**src/rtl/lear_pkg.sv**
```systemverilog
package lear_pkg;
    typedef logic [7:0] pct_t;

    localparam int STEP_MIN = 10;
    localparam int STEP_MAX = 40;

    typedef enum logic [1:0] {
        SND_IDLE = 2'd0,
        SND_WAIT = 2'd1,
        SND_DONE = 2'd2
    } snd_state_e;

    typedef struct packed {
        logic accept;
        logic refuse;
    } verdict_t;

    function automatic pct_t pct_sat_sub(pct_t a, pct_t b);
        return (a > b) ? pct_t'(a - b) : pct_t'(0);
    endfunction

    function automatic int clamp_step(int s);
        if (s < STEP_MIN) return STEP_MIN;
        if (s > STEP_MAX) return STEP_MAX;
        return s;
    endfunction
endpackage

```
**src/rtl/relay_threshold.sv**
```systemverilog
module relay_threshold
    import lear_pkg::*;
#(
    parameter int SEQ_W    = 8,
    parameter int INIT_PCT = 90,
    parameter int STEP_PCT = 25
) (
    input  logic             clk,
    input  logic             rst,
    input  logic             req_valid,
    input  logic [SEQ_W-1:0] req_seq,
    input  logic             drop_valid,
    input  logic [SEQ_W-1:0] drop_seq,
    output pct_t             thr_eff
);
    localparam int   STEP     = clamp_step(STEP_PCT);
    localparam pct_t STEP_P   = pct_t'(STEP);
    localparam pct_t INIT_P   = pct_t'(INIT_PCT);

    pct_t             thr_q;
    logic [SEQ_W-1:0] last_q;
    logic             known_q;
    logic             req_newer;
    logic             drop_newer;

    always_comb begin
        req_newer  = !known_q || (req_seq > last_q);
        drop_newer = !known_q || (drop_seq > last_q);
        thr_eff    = (req_valid && known_q && (req_seq > last_q))
                     ? pct_sat_sub(thr_q, STEP_P) : thr_q;
    end

    always_ff @(posedge clk) begin
        if (rst) begin
            thr_q   <= INIT_P;
            last_q  <= '0;
            known_q <= 1'b0;
        end else if (req_valid) begin
            thr_q <= thr_eff;
            if (req_newer) begin
                last_q  <= req_seq;
                known_q <= 1'b1;
            end
        end else if (drop_valid && drop_newer) begin
            last_q  <= drop_seq;
            known_q <= 1'b1;
        end
    end

    p_thr_monotone_r4: assert property (@(posedge clk) disable iff (rst)
        thr_q <= $past(thr_q));
    p_thr_bound_r1: assert property (@(posedge clk) disable iff (rst)
        thr_q <= INIT_P);
    p_drop_keeps_thr_r6: assert property (@(posedge clk) disable iff (rst)
        (!req_valid) |=> (thr_q == $past(thr_q)));
endmodule

```
**src/rtl/relay_decider.sv**
```systemverilog
module relay_decider
    import lear_pkg::*;
#(
    parameter int SEQ_W = 8
) (
    input  logic             clk,
    input  logic             rst,
    input  logic             req_valid,
    input  logic [SEQ_W-1:0] req_seq,
    input  pct_t             battery,
    input  pct_t             thr_eff,
    output logic             accept_o,
    output logic             drop_o,
    output logic [SEQ_W-1:0] seq_o
);
    verdict_t         v_d, v_q;
    logic [SEQ_W-1:0] seq_q;

    always_comb begin
        v_d.accept = req_valid && (battery > thr_eff);
        v_d.refuse = req_valid && !(battery > thr_eff);
    end

    always_ff @(posedge clk) begin
        if (rst) begin
            v_q   <= '0;
            seq_q <= '0;
        end else begin
            v_q <= v_d;
            if (req_valid) seq_q <= req_seq;
        end
    end

    assign accept_o = v_q.accept;
    assign drop_o   = v_q.refuse;
    assign seq_o    = seq_q;

    p_verdict_excl_r5: assert property (@(posedge clk) disable iff (rst)
        !(accept_o && drop_o));
    p_verdict_needs_req_r2: assert property (@(posedge clk) disable iff (rst)
        req_valid |=> (accept_o || drop_o));
    p_verdict_seq_r2: assert property (@(posedge clk) disable iff (rst)
        req_valid |=> (seq_o == $past(req_seq)));
endmodule

```
**src/rtl/reply_arbiter.sv**
```systemverilog
module reply_arbiter
    import lear_pkg::*;
#(
    parameter int SEQ_W   = 8,
    parameter int ID_W    = 8,
    parameter int TIMEOUT = 16
) (
    input  logic             clk,
    input  logic             rst,
    input  logic             send_start,
    input  logic [SEQ_W-1:0] send_seq,
    input  logic             reply_valid,
    input  logic [SEQ_W-1:0] reply_seq,
    input  logic [ID_W-1:0]  reply_id,
    output logic             sel_valid_o,
    output logic [ID_W-1:0]  sel_id_o,
    output logic             rtx_o,
    output logic [SEQ_W-1:0] rtx_seq_o
);
    localparam int              CNT_W   = $clog2(TIMEOUT + 1);
    localparam logic [CNT_W-1:0] TO_LAST = CNT_W'(TIMEOUT - 1);

    snd_state_e       state_q;
    logic [SEQ_W-1:0] seq_q;
    logic [CNT_W-1:0] cnt_q;
    logic             hit;
    logic             expire;

    always_comb begin
        hit    = (state_q == SND_WAIT) && reply_valid && (reply_seq == seq_q);
        expire = (state_q == SND_WAIT) && !hit && (cnt_q == TO_LAST);
    end

    always_ff @(posedge clk) begin
        if (rst) begin
            state_q     <= SND_IDLE;
            seq_q       <= '0;
            cnt_q       <= '0;
            sel_valid_o <= 1'b0;
            sel_id_o    <= '0;
            rtx_o       <= 1'b0;
            rtx_seq_o   <= '0;
        end else begin
            sel_valid_o <= 1'b0;
            rtx_o       <= 1'b0;
            if (send_start) begin
                state_q <= SND_WAIT;
                seq_q   <= send_seq;
                cnt_q   <= '0;
            end else if (hit) begin
                state_q     <= SND_DONE;
                sel_valid_o <= 1'b1;
                sel_id_o    <= reply_id;
            end else if (expire) begin
                seq_q     <= seq_q + SEQ_W'(1);
                rtx_o     <= 1'b1;
                rtx_seq_o <= seq_q + SEQ_W'(1);
                cnt_q     <= '0;
            end else if (state_q == SND_WAIT) begin
                cnt_q <= cnt_q + CNT_W'(1);
            end
        end
    end

    p_sel_single_r9: assert property (@(posedge clk) disable iff (rst)
        sel_valid_o |=> !sel_valid_o);
    p_done_quiet_r9: assert property (@(posedge clk) disable iff (rst)
        (state_q == SND_DONE && !send_start) |=> (!sel_valid_o && !rtx_o));
    p_sel_rtx_excl_r10: assert property (@(posedge clk) disable iff (rst)
        !(sel_valid_o && rtx_o));
    p_rtx_seq_step_r10: assert property (@(posedge clk) disable iff (rst)
        rtx_o |-> (rtx_seq_o == seq_q));
    p_cnt_bound_r10: assert property (@(posedge clk) disable iff (rst)
        cnt_q <= TO_LAST);
endmodule

```
**src/rtl/energy_route_node.sv**
```systemverilog
module energy_route_node
    import lear_pkg::*;
#(
    parameter int SEQ_W    = 8,
    parameter int ID_W     = 8,
    parameter int INIT_PCT = 90,
    parameter int STEP_PCT = 25,
    parameter int TIMEOUT  = 16
) (
    input  logic             clk,
    input  logic             rst,
    input  logic [7:0]       battery_i,
    input  logic             req_valid_i,
    input  logic [SEQ_W-1:0] req_seq_i,
    input  logic             dropn_valid_i,
    input  logic [SEQ_W-1:0] dropn_seq_i,
    output logic             accept_o,
    output logic             drop_o,
    output logic [SEQ_W-1:0] cmd_seq_o,
    input  logic             send_start_i,
    input  logic [SEQ_W-1:0] send_seq_i,
    input  logic             reply_valid_i,
    input  logic [SEQ_W-1:0] reply_seq_i,
    input  logic [ID_W-1:0]  reply_id_i,
    output logic             sel_valid_o,
    output logic [ID_W-1:0]  sel_id_o,
    output logic             rtx_o,
    output logic [SEQ_W-1:0] rtx_seq_o
);
    pct_t thr_eff;

    relay_threshold #(
        .SEQ_W(SEQ_W), .INIT_PCT(INIT_PCT), .STEP_PCT(STEP_PCT)
    ) u_thr (
        .clk(clk), .rst(rst),
        .req_valid(req_valid_i), .req_seq(req_seq_i),
        .drop_valid(dropn_valid_i), .drop_seq(dropn_seq_i),
        .thr_eff(thr_eff)
    );

    relay_decider #(.SEQ_W(SEQ_W)) u_dec (
        .clk(clk), .rst(rst),
        .req_valid(req_valid_i), .req_seq(req_seq_i),
        .battery(battery_i), .thr_eff(thr_eff),
        .accept_o(accept_o), .drop_o(drop_o), .seq_o(cmd_seq_o)
    );

    reply_arbiter #(
        .SEQ_W(SEQ_W), .ID_W(ID_W), .TIMEOUT(TIMEOUT)
    ) u_arb (
        .clk(clk), .rst(rst),
        .send_start(send_start_i), .send_seq(send_seq_i),
        .reply_valid(reply_valid_i), .reply_seq(reply_seq_i), .reply_id(reply_id_i),
        .sel_valid_o(sel_valid_o), .sel_id_o(sel_id_o),
        .rtx_o(rtx_o), .rtx_seq_o(rtx_seq_o)
    );
endmodule

```
**config.mk**
```make
export PLATFORM = sky130hd
export DESIGN_NAME = energy_route_node
export DESIGN_NICKNAME = d
export VERILOG_FILES = /design/src/rtl/lear_pkg.sv /design/src/rtl/relay_threshold.sv /design/src/rtl/relay_decider.sv /design/src/rtl/reply_arbiter.sv /design/src/rtl/energy_route_node.sv
export SDC_FILE = /design/constraint.sdc
export NUM_CORES = 1
export LEC_CHECK = 0
export BUFFER_PORTS_ARGS = -buffer_cell sky130_fd_sc_hd__buf_2
export CELL_PAD_IN_SITES_DETAIL_PLACEMENT = 1
export CELL_PAD_IN_SITES_GLOBAL_PLACEMENT = 2
export CORE_MARGIN = 2
export CORE_UTILIZATION = 35
export CTS_BUF_LIST = sky130_fd_sc_hd__clkbuf_2 sky130_fd_sc_hd__clkbuf_4 sky130_fd_sc_hd__clkbuf_8
export DETAILED_ROUTE_END_ITERATION = 8
export GPL_TIMING_DRIVEN = 0
export PLACE_DENSITY_LB_ADDON = 0.1
export SLEW_MARGIN = 30
export SYNTH_ARGS = -nofsm -noshare
export SYNTH_HDL_FRONTEND = slang
export SYNTH_SLANG_ARGS = --single-unit
```
**constraint.sdc**
```tcl
create_clock -name clk -period 7.9 [get_ports clk]
set_input_delay 0.395 -clock clk [delete_from_list [all_inputs] [get_ports clk]]
set_output_delay 0.395 -clock clk [all_outputs]
set_load 0.02 [all_outputs]
```
======== Word level (Yosys, flattened, before mapping) ========
Cells that the tools add are included.
storage, ports and cells
  output and inout bits ................... 28
  input bits .............................. 54
  register bits ........................... 60
  logic and storage cells ................. 70
operators by class
  equality and inequality tests ........... 5
  add/sub/neg operators ................... 3
  multiplexer cells ....................... 17
  magnitude comparators ................... 4
  bitwise logic cells ..................... 2
  reduce and logical (&&, ||, !) cells .... 25
operators with widths
  kind                                                   count
  2-to-1 mux 8 bit                                       8
  > comparator 8 bit                                     3
  2-to-1 mux 5 bit                                       2
  logical AND 1 bit                                      9
  adder 8 x 1 -> 8 bit, second input constant            1
  equality test 8 bit                                    1
  > comparator 8 x 5 -> 1 bit, second input constant     1
  AND reduction 2 bit                                    4
  nonzero test 2 bit                                     4
  subtractor 8 x 5 -> 8 bit, second input constant       1
  2-to-1 mux 1 bit                                       7
  adder 5 x 1 -> 5 bit, second input constant            1
  equality test 5 x 4 -> 1 bit, second input constant    1
  logical NOT 1 bit                                      3
  AND reduction 3 bit                                    1
  OR reduction 3 bit                                     1
  equality test 2 x 1 -> 1 bit, second input constant    1
  logical OR 1 bit                                       2
  inequality test 2 x 1 -> 1 bit, second input constant  1
  inequality test 2 bit, second input constant           1
  NOT 1 bit                                              2
  OR reduction 2 bit                                     1

======== Logic depth before layout (Yosys ltp) ========
Gate-level depths: netlist of the first run.
  depth after elaboration ................. 9
  gate-level depth with buffers ........... 15
  mapped depth without buffers ............ 15

======== Cells and area by module ========
Synthesis of the first run repeated with hierarchy kept, for this count alone.
second synthesis, totals
  cells, all modules ...................... 403
  area, all modules ....................... 3599.7 µm²
modules (own cells, without submodules)
  module           area each (µm²)  sequential area each (µm²)  cells each  times used
  reply_arbiter    1691.6           660.6                       190         1
  relay_threshold  1353.8           340.3                       155         1
  relay_decider    554.3            200.2                       58          1

======== Least setup slack after synthesis of the first run ========
No wires, ideal clock.
  path type ............................... input to register
  start point ............................. input req_seq_i[5]
  end point ............................... register u_dec.v_q (netlist bit u_dec.accept_o)
  stages .................................. 13
  data arrival time ....................... 2.715 ns
  slack ................................... 5.069 ns
  path buffers ............................ 0
  cell sequence ........................... ha_1 a211o_1 a21oi_4 nand3_2 nand3_1 mux2i_1 ha_1 nor2b_1 o21a_1 o21a_1 o21ai_0 a21oi_1 and3_1
between the ends
  cells in the longest elaborated chain, start to end .. 5
ends and longest elaborated chain
  item                  RTL line                 text
  from (decl)           energy_route_node.sv:14  input logic [SEQ_W-1:0] req_seq_i,
  > comparator 8 bit    relay_threshold.sv:29    thr_eff = (req_valid && known_q && (req_seq > last_q))
  logical AND 1 bit     relay_threshold.sv:29
  2-to-1 mux 8 bit      relay_threshold.sv:30    ? pct_sat_sub(thr_q, STEP_P) : thr_q;
  > comparator 8 bit    relay_decider.sv:20      v_d.accept = req_valid && (battery > thr_eff);
  logical AND 1 bit     relay_decider.sv:20
  to (signal assigned)  relay_decider.sv:29      v_q <= v_d;
  to (decl)             relay_decider.sv:16      verdict_t v_d, v_q;
No other way between the ends.
A chain may end at the register's enable or synchronous reset.

======== Worst setup path in the final report of the first run ========
  start point ............................. register u_thr.last_q[5]
  end point ............................... register u_dec.v_q (netlist bit u_dec.accept_o)
between the ends
  cells in the longest elaborated chain, start to end .. 5
ends and longest elaborated chain
  item                    RTL line               text
  from (decl)             relay_threshold.sv:21  logic [SEQ_W-1:0] last_q;
  from (signal assigned)  relay_threshold.sv:41  last_q <= req_seq;
  from (signal assigned)  relay_threshold.sv:45  last_q <= drop_seq;
  > comparator 8 bit      relay_threshold.sv:29
  logical AND 1 bit       relay_threshold.sv:29
  2-to-1 mux 8 bit        relay_threshold.sv:30
  > comparator 8 bit      relay_decider.sv:20
  logical AND 1 bit       relay_decider.sv:20
No other way between the ends.

==> reports/results.ini, run 1 <==
[floorplanning]
initial_core_util_pct = 36.2
num_rows = 35
die_w_um = 102
core_area_um2 = 9240
pin_count = 82
dieArea_um2 = 10400
die_h_um = 102

[critical_path]
worst_setup_path_end_kind = flop
cp_data_arrival_time_ns = 3.35
required_ns = 8.12
path_class = reg -> reg
start_kind = flop
cp_max_fo = 8

[final_layout]
multi_input_area_um2 = 2010
area_delta_synth_final_pct = 22.9
fin_util_pct = 44.5
nNetsFinal = 562
antenna_cells = 0
n_fill_cell = 1169
drive_gt1_share_pct = 22.9
seqCellArea_um2 = 1200

[yosys]
synthArstFlopShare_pct = 0
netlist_instances = 391
postSynthAreaPerCell_um2 = 8.56
synth_top_area_share_pct = 35.9
yosys.area.top_type = dfxtp_1
synth.distinct_cells = 55
synth-edff-count = 0
seq_area_frac_synth_pct = 35.9
syn-cell-area_um2 = 3350
synth_nets = 474
ys_top_cells_by_area = dfxtp_1 36%, ha_1 11%, nand2_1 5.0%
ys.flop_type = dfxtp_1
ys_ff_latch = 60
synth_warnings = 0

[sta]
finalSetupViolations = 0
slew_viol_final = 0
tns_ns = 0
max_freq_mhz = 319
fin_crit_sh_pct = 39.6
tightestPinTransition_ns = 0.721
holdWs_ns = 0.300
clock_skew_ns = 0.0139
hold_violations = 0
max_slew_margin_pct = 51.9
min_period_ns = 3.13
rsz0062_at_grt = false

[clock_tree]
cts_resized = 0
postCtsHoldBufs = 0
cts_tree = built
cts_buffers = 9
htreeDepth = 3
clk_pin_slew_ns = 0.08
cts-root-buf = clkbuf_8
clockBufferDepth = 2
postCtsSetupBuffers = 0
clock_latency_ns = 0.34
cts.sink_count = 60

[route]
drcViolationCount = 0
wl_met1_um = 4600
antenna_left = 0
viasPerCell = 5.09
vias = 3123
wire_per_inst_um = 15.4
wl_met3_um = 386
drt_iter0_drc = 61
wl_um = 9450
top_layer = met4
wl_met2_um = 4360
dr.pass1.iters = 4

[power_and_ir_drop]
seqPwrFrac_pct = 41.6
switching_share_pct = 28.1
internal-power_w = 0.000566
peakVddDrop_mv = 0.0947
clock_power_share_pct = 39.8
pwr-share-comb_pct = 18.6
p_leak_nw = 1.81
netSwitchingPower_w = 0.000221
power_density_nw_per_um2 = 191

[grt]
grt_max_degree = 11
grt_overflow = 0
antenna_found_initial = 0
grt_pass1_vias = 3171
grt_usage_pct = 19.2
grt_pass1_wl_um = 15500

[run]
drv_cap = 0

[status]
outcome = finished, final reports clean

[worst_hold_path]
hold_path.class = in -> reg

[placed_design]
globalplace.congestion = 0.817
dp_hpwl_um = 7320
port_buffers = 77

critical path, stage by stage, from the launching register on:
cell and delay [ns]:
dfxtp_1 0.31, inv_1 0.07, ha_1 0.30, a211o_1 0.30, a21oi_4 0.15, nand3_2 0.20
nand3_1 0.22, mux2i_1 0.28, ha_1 0.29, nor2b_1 0.14, o21a_1 0.16, o21a_1 0.16
o21ai_0 0.14, a21oi_1 0.11, and3_1 0.19
power by group through the flow:
stage / registers (W) / logic (W) / clock network (W)
finish: 0.000328 / 0.000147 / 0.000313
global route: 0.000329 / 0.000168 / 0.000335
CTS: 0.000328 / 0.000149 / 0.000322
detailed placement: 0.000335 / 0.000147 / 0
global placement: 0.000334 / 0.000144 / 0
floorplan: 0.000336 / 0.0000979 / 0
area by class of cell:
class	count	share of cell area (%)
Inverter	19	1.73
Clock inverter	5	1.82
Multi-Input combinational cell	297	48.8
Timing Repair Buffer	77	9.37
Buffer	15	1.58
Sequential cell	60	29.2
Tap cell	129	3.92
Clock buffer	11	3.53
layer usage:
layer	GRT usage [%]	vias to the layer above
met5	0	-
met2	30.4	55
met4	4.68	0
li1	-	1568
met3	4.76	9
met1	26.2	1491
cell usage in the layout, fill, tap and decap left out, drive strengths merged, types with 9 or more instances in the layout:
cell type | Yosys | final
mux2i | 13 | 13
nor2 | 43 | 43
buf | 3 | 80
clkbuf | 12 | 23
xor2 | 12 | 12
nand3 | 10 | 10
nand4 | 14 | 14
nand2 | 47 | 47
o21ai | 17 | 17
inv | 19 | 19
a211oi | 9 | 9
a21oi | 25 | 25
ha | 29 | 29
dfxtp | 60 | 60
final timing paths:
path                      from  slack, ns  cells past startpoint                 to
min reg2reg  u_arb.sel_id_o[6]       0.45                      2  u_arb.sel_id_o[6]
min              reply_id_i[4]       0.30                      3  u_arb.sel_id_o[4]
max reg2reg    u_thr.last_q[5]       4.77                     14     u_dec.accept_o
max            u_thr.last_q[5]       4.77                     14     u_dec.accept_o
state kept, by name (all words and copies together), names as in the netlist:
register and flops:
u_dec.accept_o 1, u_arb.sel_id_o 8, u_thr.known_q 1, u_arb.rtx_o 1, u_arb.state_q 2, u_arb.rtx_seq_o 8
u_arb.seq_q 8, u_thr.thr_q 8, u_arb.sel_valid_o 1, u_arb.cnt_q 5, u_dec.seq_o 8, u_dec.drop_o 1
u_thr.last_q 8
logic make-up (layout without fill, tap and decap cells):
family          Yosys count  after routing  share of synthesized area (%)
simple gates            148            148                           22.2
fa+ha+maj                29             29                           10.8
flops                    60             60                           35.9
mux                      13             13                           3.89
buf+inv                  34            127                           4.07
compound gates           88             88                           18.1
xor+xnor                 19             19                           4.97
per-stage QoR:
stage	cell area [um2]	instances	total power [W]	worst slack, ns
after global placement	3890	597	0.000478	4.63
after global routing	4110	613	0.000833	4.53
after floorplan	3350	391	0.000433	5.07
after CTS	4110	613	0.000799	4.75
final	4110	613	0.000788	4.77
after detailed placement	3890	597	0.000482	4.62
Yosys cell counts, drive strengths merged (2+ instances only):
library cell / instances
dfxtp: 60
nand2: 47
nor2: 43
ha: 29
a21oi: 25
inv: 19
o21ai: 17
nand4: 14
mux2i: 13
clkbuf: 12
xor2: 12
nand3: 10
a211oi: 9
a221oi: 8
o21a: 8
and3: 7
xnor2: 7
nor3: 5
and2: 4
nor2b: 4
or3: 4
a31oi: 3
buf: 3
o2111ai: 3
o211ai: 3
or2: 3
a21o: 2
a2bb2oi: 2
nand2b: 2
o31a: 2
Note: power is estimated with default switching activity, not from simulation.
==> run 2: changes to the inputs <==
--- a/config.mk
+++ b/config.mk
@@ -9,7 +9,7 @@
 export CELL_PAD_IN_SITES_DETAIL_PLACEMENT = 1
 export CELL_PAD_IN_SITES_GLOBAL_PLACEMENT = 2
 export CORE_MARGIN = 2
-export CORE_UTILIZATION = 35
+export CORE_UTILIZATION = 29
 export CTS_BUF_LIST = sky130_fd_sc_hd__clkbuf_2 sky130_fd_sc_hd__clkbuf_4 sky130_fd_sc_hd__clkbuf_8
 export DETAILED_ROUTE_END_ITERATION = 8
 export GPL_TIMING_DRIVEN = 0
==> constraint.sdc (replaced) <==
create_clock -name clk -period 2.75 [get_ports clk]
set_input_delay 0.1375 -clock clk [delete_from_list [all_inputs] [get_ports clk]]
set_output_delay 0.1375 -clock clk [all_outputs]
set_load 0.02 [all_outputs]
==> run 2 against run 1 <==
The run now ends with negative setup slack left. Fmax up 8.5%. Clock-buffer cell count down 2. Routed wire length up 7.2%. Register-to-register slack worse by 4.9 ns. Worst hold slack worse by 0.29 ns. Global-route usage down 2.3 points. Clock power rose to 3.0 times the previous value. Final cell count up 4.4%. Power rose to 3.0 times the previous value. First-iteration DRC count up 52%. Largest power group unchanged. Highest routed layer unchanged.
==> reports/results.ini, run 2 (synthesis gave the netlist of run 1 again) <==
[floorplanning]
pin_count = 82  ; unchanged
core_area_um2 = 11300  ; +23%
die_w_um = 111  ; +9.5%
die_h_um = 111  ; +9.5%
dieArea_um2 = 12400  ; +20%
initial_core_util_pct = 29.6  ; -6.7 points
num_rows = 39  ; +11%

[power_and_ir_drop]
seqPwrFrac_pct = 39.5  ; -2.1 points
pwr-share-comb_pct = 21.7  ; +3.1 points
power_density_nw_per_um2 = 540  ; +180%
internal-power_w = 0.00166  ; +190%
p_leak_nw = 1.87  ; +3.3%
peakVddDrop_mv = 0.207  ; +120%
switching_share_pct = 30.6  ; +2.5 points
clock_power_share_pct = 38.8  ; -1.0 points
netSwitchingPower_w = 0.000731  ; +230%

[critical_path]
rrSetupSlack_ns = -0.14  ; -4.91 ns
start_kind = flop
crit_path_max_incr_delay_ns = 0.32  ; about the same
cp_max_fo = 7  ; -1
cp_slowest_cell = dfxtp_2
cp_num_cells = 14  ; unchanged
crit_buf_inv = 1  ; unchanged
r2r_cells = 14  ; unchanged
crit_family = compound AO/OA/AOI/OAI gates
r2r-start = u_thr.last_q[5]
cp_data_arrival_time_ns = 3.14  ; -0.21 ns
endpoint = u_dec.accept_o
required_ns = 3.01  ; -5.11 ns
crit_start = u_thr.last_q[5]
reg2reg_to = u_dec.accept_o
path_class = reg -> reg
crit_chain = inv_2 > ha_4 > a211o_1 > a21oi_4 > nand3_4 > nand3_4 > mux2i_4 > ha_4 > nor2b_1 > o21a_1 > o21a_1 > o21ai_2 > a21oi_2 > and3_1
worst_setup_path_end_kind = flop

[placed_design]
port_buffers = 77  ; unchanged
globalplace.congestion = 0.787  ; -3.7%
dp_hpwl_um = 7480  ; +2.2%

[route]
antenna_left = 0  ; unchanged
viasPerCell = 4.98  ; -2.2%
drcViolationCount = 0  ; unchanged
drt_iter0_drc = 93  ; +52%
dr.pass1.iters = 4  ; unchanged
vias = 3190  ; +2.1%
wire_per_inst_um = 15.8  ; +2.7%
wl_um = 10100  ; +7.2%

[grt]
grt_pass1_wl_um = 16700  ; +8.0%
grt_pass1_vias = 3323  ; +4.8%
grt_max_degree = 13  ; +2
grt_usage_pct = 16.8  ; -2.3 points
antenna_found_initial = 0  ; unchanged
grt_overflow = 0  ; unchanged

[final_layout]
final_cell_mix = 78 x buf_2, 56 x dfxtp_1, 45 x nand2_1
antenna_cells = 0  ; unchanged
layout_commonest_cell = buf_2
nNetsFinal = 575  ; +2.3%
area_delta_synth_final_pct = 32.5
drive_gt1_share_pct = 30.4  ; +7.4 points
n_fill_cell = 1371  ; +17%
fin_util_pct = 39.2  ; -5.4 points
seqCellArea_um2 = 1210  ; +0.42%
multi_input_area_um2 = 2200  ; +9.5%

[sta]
rsz0062_at_grt = true
clock_skew_ns = 0.00579  ; -0.00806 ns
slew_viol_final = 0  ; unchanged
min_period_ns = 2.89  ; -0.245 ns
hold_violations = 0  ; unchanged
fin_crit_sh_pct = 105  ; +65 points
tightestPinTransition_ns = 0.735  ; +0.0134 ns
finalSetupViolations = 2  ; +2
holdWs_ns = 0.0137  ; -0.286 ns
max_slew_margin_pct = 51.0  ; -0.89 points
max_freq_mhz = 346  ; +8.5%
worst_slack_ns = -0.137  ; -4.91 ns

[worst_hold_path]
min_from = reply_id_i[5]
hold_path.class = in -> reg

[clock_tree]
clockBufferDepth = 2  ; unchanged
cts-root-buf = clkbuf_8
clock_latency_ns = 0.36  ; +0.02 ns
htreeDepth = 3  ; unchanged
clk_pin_slew_ns = 0.08  ; about the same
cts.sink_count = 60  ; unchanged
cts_tree = built
cts_buffers = 9  ; unchanged

[run]
drv_cap = 0  ; unchanged

[status]
violations = negative setup slack
outcome = finished with violations

run 2: worst min path at each step:
stage	to	slack (ns)	cells after the start
3_3_place_gp	u_arb.sel_id_o[6]	0.38	3
2_1_floorplan	u_arb.sel_id_o[0]	0.28	2
6_report	u_arb.sel_id_o[5]	0.01	3
3_5_place_dp	u_arb.sel_id_o[6]	0.39	3
4_1_cts	u_arb.sel_id_o[5]	0.001	3
5_1_grt	u_arb.sel_id_o[7]	0.006	3
run 2: per-stage QoR:
step	TNS (ns)	total power [W]	setup slack, ns	instances	cell area, um2
after floorplan	0	0.00125	0.0218	391	3350
after global placement	-0.581	0.00138	-0.331	611	3920
after detailed placement	-0.686	0.00139	-0.389	611	3920
after CTS	-0.324	0.00238	-0.198	636	4260
after global routing	-0.434	0.00254	-0.255	640	4430
final	-0.189	0.00239	-0.137	640	4430
run 2: routing by layer:
metal,vias to the layer above,wire length (um),GRT usage [%]
met5,-,0,0
met4,0,150,5.51
met3,12,444,4.84
met2,52,4630,26.9
met1,1526,4910,22.0
li1,1600,-,-
run 2: repair_timing:
| action | CTS | global route |
|---|---|---|
| hold endpoints to repair | 1 | 0 |
| setup endpoints to repair | 2 | 2 |
| gates resized for setup | 10 | 26 |
| setup buffers | 8 | 4 |
| hold buffers | 1 | 0 |
| pin swaps | 8 | 18 |
run 2: worst reg2reg max path, delay by kind of cell, from the launching register on:
kind / cells / cell delay (ns)
adder cells (fa/ha/maj): 2 / 0.43
multiplexers: 1 / 0.28
flip-flops: 1 / 0.32
AO/OA/AOI/OAI: 6 / 1.06
AND/OR/NAND/NOR: 4 / 0.62
buffers and inverters: 1 / 0.07
run 2: final cells by class:
cell class / instances / area share, %
plain buffers: 15 / 1.47
clock buffers: 9 / 2.79
clock inverters: 7 / 2.23
inverters: 19 / 1.61
multi-input cells: 297 / 49.6
flip-flops and latches: 60 / 27.2
well taps: 143 / 4.04
repair buffers: 90 / 11.0
run 2: power groups by stage:
stage / registers [W] / logic [W] / clock network, W
final: 0.000945 / 0.000519 / 0.000929
after CTS: 0.000942 / 0.000475 / 0.000958
after global placement: 0.000961 / 0.000420 / 0
after global routing: 0.000952 / 0.000585 / 0.00100
after floorplan: 0.000964 / 0.000282 / 0
after detailed placement: 0.000962 / 0.000431 / 0
